## config.mk

```make
export PLATFORM = sky130hd
export DESIGN_NAME = periph_route
export DESIGN_NICKNAME = d
export VERILOG_FILES = /design/src/rtl/prt_pkg.sv /design/src/rtl/prt_ctrl.sv /design/src/rtl/prt_dpath.sv /design/src/rtl/periph_route.sv
export SDC_FILE = /design/constraint.sdc
export NUM_CORES = 1
export LEC_CHECK = 0
export ABC_CLOCK_PERIOD_IN_PS = 4500
export BUFFER_PORTS_ARGS = -buffer_cell sky130_fd_sc_hd__buf_2
export CAP_MARGIN = 15
export CORE_MARGIN = 10
export CORE_UTILIZATION = 40
export CTS_BUF_LIST = sky130_fd_sc_hd__clkbuf_8
export DETAILED_ROUTE_END_ITERATION = 12
export GPL_TIMING_DRIVEN = 1
export PLACE_DENSITY_LB_ADDON = 0.15
export REMOVE_ABC_BUFFERS = 1
export SLEW_MARGIN = 40
export SYNTH_ARGS = -nofsm -noshare
export SYNTH_HDL_FRONTEND = slang
export SYNTH_SLANG_ARGS = --single-unit
```

## constraint.sdc

```tcl
create_clock -name clk -period 4.5 [get_ports clk]
set_input_delay 1.125 -clock clk [delete_from_list [all_inputs] [get_ports clk]]
set_output_delay 1.125 -clock clk [all_outputs]
set_load 0.02 [all_outputs]
```

## src/rtl/prt_pkg.sv

```systemverilog
package prt_pkg;
  localparam int EN_BITS = 11;
  localparam int NONMEM_BITS = 8;
  localparam int RAM64_BIT = 9;
  localparam int FLASH_BIT = 10;

  typedef struct packed {
    logic cfgWr;
    logic shadowWr;
    logic cfgRd;
    logic inWindow;
    logic inSeg;
  } strobe_t;
endpackage

```

## src/rtl/prt_ctrl.sv

```systemverilog
module prt_ctrl
  import prt_pkg::*;
#(
  parameter int ADDR_W = 24,
  parameter logic [ADDR_W-1:0] CFG_ADDR = 24'h00F1C0,
  parameter logic [ADDR_W-1:0] SHADOW_ADDR = 24'h00EB7E,
  parameter logic [ADDR_W-1:0] WIN_LO = 24'h00E800,
  parameter logic [ADDR_W-1:0] WIN_HI = 24'h00EFFF,
  parameter logic [ADDR_W-17:0] SEG_ID = 8'h08
) (
  input  logic              clk,
  input  logic              rstN,
  input  logic              accValid,
  input  logic              accWrite,
  input  logic [ADDR_W-1:0] accAddr,
  input  logic              sysEnSet,
  output strobe_t           stb,
  output logic              globalEn
);
  logic hitCfg, hitShadow;

  always_ff @(posedge clk or negedge rstN) begin
    if (!rstN) globalEn <= 1'b0;
    else if (sysEnSet) globalEn <= 1'b1;
  end

  assign hitCfg    = (accAddr == CFG_ADDR);
  assign hitShadow = (accAddr == SHADOW_ADDR);

  always_comb begin
    stb.cfgWr    = accValid & accWrite & hitCfg & ~globalEn;
    stb.shadowWr = accValid & accWrite & hitShadow;
    stb.cfgRd    = accValid & ~accWrite & hitCfg;
    stb.inWindow = accValid & (accAddr >= WIN_LO) & (accAddr <= WIN_HI);
    stb.inSeg    = accValid & (accAddr[ADDR_W-1:16] == SEG_ID);
  end


  lock_sticky_chk: assert property (@(posedge clk) disable iff (!rstN)
    globalEn |=> globalEn);
endmodule

```

## src/rtl/prt_dpath.sv

```systemverilog
module prt_dpath
  import prt_pkg::*;
#(
  parameter int DATA_W = 16,
  parameter logic [EN_BITS-1:0] RST_EN = 11'h101
) (
  input  logic               clk,
  input  logic               rstN,
  input  strobe_t            stb,
  input  logic               globalEn,
  input  logic               emuMode,
  input  logic               bootPin,
  input  logic [DATA_W-1:0]  accWdata,
  output logic [DATA_W-1:0]  accRdata,
  output logic [EN_BITS-1:0] periphEn,
  output logic [DATA_W-1:0]  shadowOut,
  output logic               selOnchip,
  output logic               selExt,
  output logic               selFlash,
  output logic               segErr
);
  logic [EN_BITS-1:0] cfgQ;
  logic bootQ, anyPeriph, memOn, segLocal;

  always_ff @(posedge clk or negedge rstN) begin
    if (!rstN) begin
      cfgQ      <= RST_EN;
      shadowOut <= '0;
    end else begin
      if (stb.cfgWr)    cfgQ      <= accWdata[EN_BITS-1:0];
      if (stb.shadowWr) shadowOut <= accWdata;
    end
  end

  always_ff @(posedge clk) begin
    if (!rstN) bootQ <= bootPin;
  end

  assign periphEn  = emuMode ? {EN_BITS{1'b1}} : cfgQ;
  assign anyPeriph = |periphEn[NONMEM_BITS-1:0];
  assign memOn     = periphEn[RAM64_BIT] | periphEn[FLASH_BIT];
  assign segLocal  = stb.inSeg & ~bootQ;

  assign selOnchip = stb.inWindow & anyPeriph;
  assign selExt    = (stb.inWindow & ~anyPeriph) | (segLocal & ~(globalEn & memOn));
  assign selFlash  = stb.inSeg & bootQ;
  assign segErr    = segLocal & globalEn & memOn;
  assign accRdata  = stb.cfgRd ? {{(DATA_W-EN_BITS){1'b0}}, periphEn} : '0;


  cfg_frozen_chk: assert property (@(posedge clk) disable iff (!rstN)
    globalEn |=> $stable(cfgQ));

  one_target_chk: assert property (@(posedge clk) disable iff (!rstN)
    $onehot0({selOnchip, selExt, selFlash, segErr}));

  emu_all_on_chk: assert property (@(posedge clk) disable iff (!rstN)
    emuMode |-> (&periphEn));

  boot_hold_chk: assert property (@(posedge clk) disable iff (!rstN)
    $past(rstN) |-> $stable(bootQ));
endmodule

```

## src/rtl/periph_route.sv

```systemverilog
module periph_route
  import prt_pkg::*;
#(
  parameter int ADDR_W = 24,
  parameter int DATA_W = 16,
  parameter logic [ADDR_W-1:0] CFG_ADDR = 24'h00F1C0,
  parameter logic [ADDR_W-1:0] SHADOW_ADDR = 24'h00EB7E
) (
  input  logic              clk,
  input  logic              rstN,
  input  logic              bootPin,
  input  logic              emuMode,
  input  logic              sysEnSet,
  input  logic              accValid,
  input  logic              accWrite,
  input  logic [ADDR_W-1:0] accAddr,
  input  logic [DATA_W-1:0] accWdata,
  output logic [DATA_W-1:0] accRdata,
  output logic [10:0]       periphEn,
  output logic              globalEn,
  output logic [DATA_W-1:0] shadowOut,
  output logic              selOnchip,
  output logic              selExt,
  output logic              selFlash,
  output logic              segErr
);
  strobe_t stb;

  prt_ctrl #(.ADDR_W(ADDR_W), .CFG_ADDR(CFG_ADDR), .SHADOW_ADDR(SHADOW_ADDR)) ctrl (
    .clk(clk), .rstN(rstN), .accValid(accValid), .accWrite(accWrite),
    .accAddr(accAddr), .sysEnSet(sysEnSet), .stb(stb), .globalEn(globalEn));

  prt_dpath #(.DATA_W(DATA_W)) dpath (
    .clk(clk), .rstN(rstN), .stb(stb), .globalEn(globalEn), .emuMode(emuMode),
    .bootPin(bootPin), .accWdata(accWdata), .accRdata(accRdata),
    .periphEn(periphEn), .shadowOut(shadowOut), .selOnchip(selOnchip),
    .selExt(selExt), .selFlash(selFlash), .segErr(segErr));
endmodule

```

==> metrics.txt, run 1 <==
status=finished clean; Leak=between 1 and 1.5 nW; post-DP HPWL=~3900 microns; Slew headroom=57.8%; Initial DRT Pass Iterations=4; Ys Warns=0; area added between synthesis and finish=34.1%; Post-CTS Setup Bufs=0; cell mode on critical path=buf_2; hold depth=1; max-slew violations=0; Remaining DRCs=0; Port Buffers=between 80 and 90; Worst Hold Endpoint=dpath.shadowOut[4]; crit path DAT=about 2800 ps; final wirelength=just under 5000 microns; Async SR Flop Fraction=slightly below 100%; post_cts resized=0; H-tree depth=2; R2R depth=4; Die Ht=roughly 83 microns; Setup TNS Final=0 ps; clock transition at the registers of the reported paths=60 ps; Synth Area per Inst=11.9 sq um; CP max-delay cell=nand4_1; post-synth top area share=between 40% and 50%; unrepaired setup endpoints after global routing=no; Num CTS Buffers=5; Initial Util=a little over two fifths; Via density=between 5 and 6; ys flop type=dfrtp_1; post-route ant nets=0; share of cells above drive strength 1=63.3%; n_diodes=0; routed length per instance=between 15 and 20 microns; FF-to-FF Start=ctrl.globalEn; cell area after synthesis=about 0.0016 sq mm; Fmax=254 MHz; fin crit period=just under 4000 ps; clk buf depth=2; pwr/cell area=~250 mW/mm^2; max_cap viols=0; post-synthesis register bit count=29; Fin. Hold Viols=0; fin crit share=87.7%; max incr delay on CP=~500 ps; initial antenna violation count=0; Worst-Margin Slew=633 ps; Synth area leader=dfrtp_1; Die Width=about 83 microns; r2r endpoint=dpath.cfgQ[10]; Max rail drop VDD=around 220 uV; CP Cell Sequence=buf_2 -> nor4b_4 -> nand4_1 -> nor4_1 -> buf_2; I/O pins=95; Setup Skew=6.10 ps; die area=just under 0.007 sq mm; GRT Total Usage=about 14%; FILL cells=between 300 and 400; CP Data Required Time=~3400 ps; total power=between 500 and 600 uW; Site Rows=22; Seq/Total Area, Yosys=a little under half; Area contributors post-synth=dfrtp_1 (41%), mux2_2 (12%), mux2_4 (9.4%); vias in the first global route=about 1600; clk_lat worst skew=~270 ps; reg2reg setup slack=just over 3000 ps; Post-synth EDFFs=1; Synth cell types=30; Worst Setup End Kind=output port; GRT overflow=0; total number of vias=~1400; Root Buffer=clkbuf_8; GP Congestion=0.905; Startpoint Class=input pin; worst-path fanout max=11; CTS tree=built; Clock Sinks=29; met2 Resource Use GR=between 20% and 30%; iteration-0 DRC count of the detailed router=38; critical path type=input pin to output port; HP Class=register to register; core area=roughly 0.0038 sq mm; Post-CTS Hold Fix Bufs=0; Final setup viols=0; global-route wire length before repair=just over 8000 microns; Nets=between 200 and 300; HP Start=dpath.shadowOut[4]; met1 Use GR=roughly 15%; Post-Synthesis Cells=approximately 140; GRT busiest layer=met2; met3 usage=under 10%; largest net degree at the start of global routing=30
worst max-delay path by stage:
stage | slack (ps) | from | endpoint | cells past startpoint
floorplan | 780 | accAddr[21] | accRdata[0] | 3
global placement | 680 | accAddr[21] | accRdata[6] | 5
detailed placement | 560 | accAddr[21] | accRdata[6] | 5
CTS | 560 | accAddr[21] | accRdata[6] | 5
global route | 380 | accAddr[21] | accRdata[0] | 5
finish | 560 | accAddr[21] | accRdata[6] | 5
cells in the mapped netlist, drive strengths merged (3+ instances only):
cell and number:
nor4 13, nand4 5, mux2 27, or2 10, clkbuf 5, nand3 3
or4 3, nor2 8, buf 8, inv 4, nand2b 10, dfrtp 26
layout make-up:
type                    instances  area, sq um  area share [%]
clock inverters                 2         7.51           0.349
repair buffers                 92          468            21.8
well taps                      48         60.1            2.79
clock buffers                   6         82.6            3.84
flip-flops and latches         29          733            34.1
inverters                       4         15.0           0.698
multi-input cells              93          785            36.5
state kept, by name, summed over array words and instances, names as in the netlist:
name,flops
ctrl.globalEn,1
dpath.bootQ,1
dpath.cfgQ,11
dpath.shadowOut,16
placed cells by master, fill, tap and decap left out, types with 2 or more instances in the layout:
cell / count
buf_2: 89
buf_4: 3
clkbuf_8: 6
conb_1: 5
dfrtp_1: 26
dfstp_2: 2
inv_1: 6
mux2_2: 17
mux2_4: 10
nand2b_1: 10
nand3_1: 3
nand4_1: 4
nor2_1: 8
nor2b_1: 2
nor4_1: 11
or2_2: 10
or4_1: 2
logic make-up after synthesis:
family,count (synthesis),synth area share [%]
other,1,0.234
muxes,27,21.3
DFF,29,45.7
AOI/OAI and AO/OA,2,1.01
and+or+nand+nor,59,25.0
buffers and inverters,17,6.71
power by group:
| group | internal, mW | leakage, nW | switching, mW |
|---|---|---|---|
| Sequential | 0.263 | 0.389 | 0.000593 |
| Clock | 0.120 | 0.0538 | 0.0904 |
| Combinational | 0.0267 | 0.758 | 0.0383 |
| Total | 0.410 | 1.20 | 0.129 |
stage by stage:
step	area, sq um	hold slack, ps	utilization, %	setup WS [ps]	instances
6_report	2150	500	57.0	555	274
4_1_cts	2150	502	57.0	562	274
5_1_grt	2150	512	57.0	384	274
3_3_place_gp	2060	484	54.6	681	266
3_5_place_dp	2060	488	54.6	561	266
2_1_floorplan	1530	472	-	783	126
routing by layer:
layer / share of wire, % / up-vias
met2: 48 / 67
met5: 0 / -
met4: 1.1 / 0
li1: - / 653
met3: 9.3 / 7
met1: 41 / 667
critical path: cells and delay by family:
| family | cells | cell delay [ps] |
|---|---|---|
| buf+inv | 2 | 340 |
| simple gates | 3 | 1350 |
(Power assumes the default switching activity.)
==> inputs of run 2 (changes only) <==
- PLACE_DENSITY: default -> 0.75
- PLACE_DENSITY_LB_ADDON: 0.15 -> default
==> run 2 against run 1 <==
Utilization increased by 0.20 points; final area is 0.35% higher; sequential power is essentially flat; clock skew down 3.9 ps; clock power barely moved; global-route usage down 1.3 points; wire length fell by 4.2%; flip-flop and latch count stayed put; critical path type unchanged; combinational power fell by 1%.
==> metrics.txt, run 2 (synthesis results as in run 1) <==
WP buf/inv=2 (unchanged); FF/Latch Area=733 sq um (unchanged); Via density=4.99 (was 5.09); final core occ=57.2% (was 57.0%); most frequent standard cell in the layout excluding fill and tap cells=buf_2 (unchanged); total number of vias=1373 (was 1394); vias in the first global route=1408 (was 1553); non-filler instance count after layout=275 (was 274); GP Congestion=0.832 (was 0.905); Largest register FFs=16 (unchanged); Initial DRT Pass Iterations=4 (unchanged); post-route ant nets=0 (unchanged); area added between synthesis and finish=34.6% (was 34.1%); Post-CTS Setup Bufs=0 (unchanged); share of cells above drive strength 1=63.4% (was 63.3%); CP Cell Sequence=buf_2 -> nor4_1 -> nand3_1 -> or4_1 -> nor2_1 -> buf_2 (was buf_2 -> nor4b_4 -> nand4_1 -> nor4_1 -> buf_2); Initial Util=42.5% (unchanged); Die Width=83.3 microns (unchanged); Worst-Margin Slew=632 ps (was 633 ps); CP Data Required Time=3380 ps (about the same); final wirelength=4680 microns (was 4880 microns); Fin. Hold Viols=0 (unchanged); Clock Sinks=29 (unchanged); Die Ht=83.3 microns (unchanged); FILL cells=320 (was 358); total power=539 uW (about the same); max-slew violations=0 (unchanged); clk_lat worst skew=270 ps (about the same); CP max-delay cell=or4_1 (was nand4_1); Nets=273 (was 272); Multi-input gate area=785 sq um (unchanged); post-DP HPWL=3750 microns (was 3900 microns); Num CTS Buffers=5 (unchanged); clk buf depth=2 (unchanged); die area=0.00694 sq mm (unchanged); worst-path fanout max=5 (was 11); Startpoint Class=input pin (unchanged); largest net degree at the start of global routing=30 (unchanged); Final setup viols=0 (unchanged); unrepaired setup endpoints after global routing=no (unchanged); Slew headroom=57.9% (was 57.8%); max incr delay on CP=550 ps (was 500 ps); register bank with the most flops=dpath.shadowOut (unchanged); max_cap viols=0 (unchanged); Fmax=274 MHz (was 254 MHz); pwr/cell area=250 mW/mm^2 (was 251 mW/mm^2); fin crit period=3660 ps (was 3940 ps); Setup TNS Final=0 ps (unchanged); Max rail drop VDD=183 uV (was 216 uV); global-route wire length before repair=7380 microns (was 8070 microns); H-tree depth=2 (unchanged); Remaining DRCs=0 (unchanged); Setup Skew=2.18 ps (was 6.10 ps); initial antenna violation count=0 (unchanged); GRT overflow=0 (unchanged); CTS tree=built (unchanged); Leak=1.20 nW (about the same); Port Buffers=89 (unchanged); Root Buffer=clkbuf_8 (unchanged); most frequent cells in the layout=buf_2 (89), dfrtp_1 (26), mux2_2 (17) (unchanged); Site Rows=22 (unchanged); crit path DAT=2530 ps (was 2820 ps); n_diodes=0 (unchanged); critical path type=input pin to output port (unchanged); # placed instances=267 (was 266); status=finished clean (unchanged); crit-path leading delay family=simple AND/OR/NAND/NOR gates (unchanged); Post-CTS Hold Fix Bufs=0 (unchanged); clock transition at the registers of the reported paths=60 ps (about the same); cell mode on critical path=buf_2 (unchanged); top flop regs=dpath.shadowOut: 16 flops, dpath.cfgQ: 11 flops (unchanged); HP Class=register to register (unchanged); I/O pins=95 (unchanged); core area=0.00377 sq mm (unchanged); fin crit share=81.2% (was 87.7%); routed length per instance=17.0 microns (was 17.8 microns); GRT Total Usage=12.8% (was 14.1%); post_cts resized=0 (unchanged); Worst Setup End Kind=output port (unchanged); iteration-0 DRC count of the detailed router=31 (was 38)
-- run 2: changes by cell type in the layout (fill, tap and decap cells not counted), sizes merged --
| cell | before | now |
|---|---|---|
| buf | 92 | 93 |
-- run 2: metrics by stage --
| stage | setup slack (ps) | instance area [sq um] | hold slack (ps) |
|---|---|---|---|
| after detailed placement | 834 | 2070 | 486 |
| after floorplan | 783 | 1530 | 472 |
| after global routing | 741 | 2160 | 518 |
| after CTS | 833 | 2160 | 503 |
| final | 844 | 2160 | 502 |
| after global placement | 864 | 2070 | 483 |
-- run 2: final cells by class --
type,count,share of cell area (%)
sequential,29,34.0
multi-input combinational,93,36.3
clock buffer,6,3.83
tap,48,2.78
inverter,4,0.696
clock inverter,2,0.348
timing repair buffer,93,22.0
-- run 2: where the power goes --
part / internal [mW] / switching, mW / leakage [nW]
sequential: 0.263 / 0.000509 / 0.389
combinational: 0.0267 / 0.0375 / 0.762
clock: 0.120 / 0.0918 / 0.0538
total: 0.410 / 0.130 / 1.20
-- run 2: worst paths after layout --
check	start	end	slack, ps	depth (start not counted)
hold / removal	dpath.shadowOut[2]	dpath.shadowOut[2]	500	1
hold reg to reg	dpath.shadowOut[2]	dpath.shadowOut[2]	500	1
max in group asynchronous	rstN	dpath.shadowOut[2]	3210	1
setup reg to reg	ctrl.globalEn	dpath.cfgQ[9]	3030	4
min in group asynchronous	rstN	dpath.shadowOut[1]	870	1
setup / recovery	accAddr[11]	accRdata[3]	840	6
-- run 2: routing by layer --
| metal | track usage, % | vias to the layer above | share of wire, % |
|---|---|---|---|
| li1 | - | 655 | - |
| met1 | 15.9 | 636 | 43 |
| met2 | 19.1 | 75 | 43 |
| met3 | 6.45 | 7 | 13 |
| met4 | 3.23 | 0 | 1.1 |
| met5 | 0 | - | 0 |
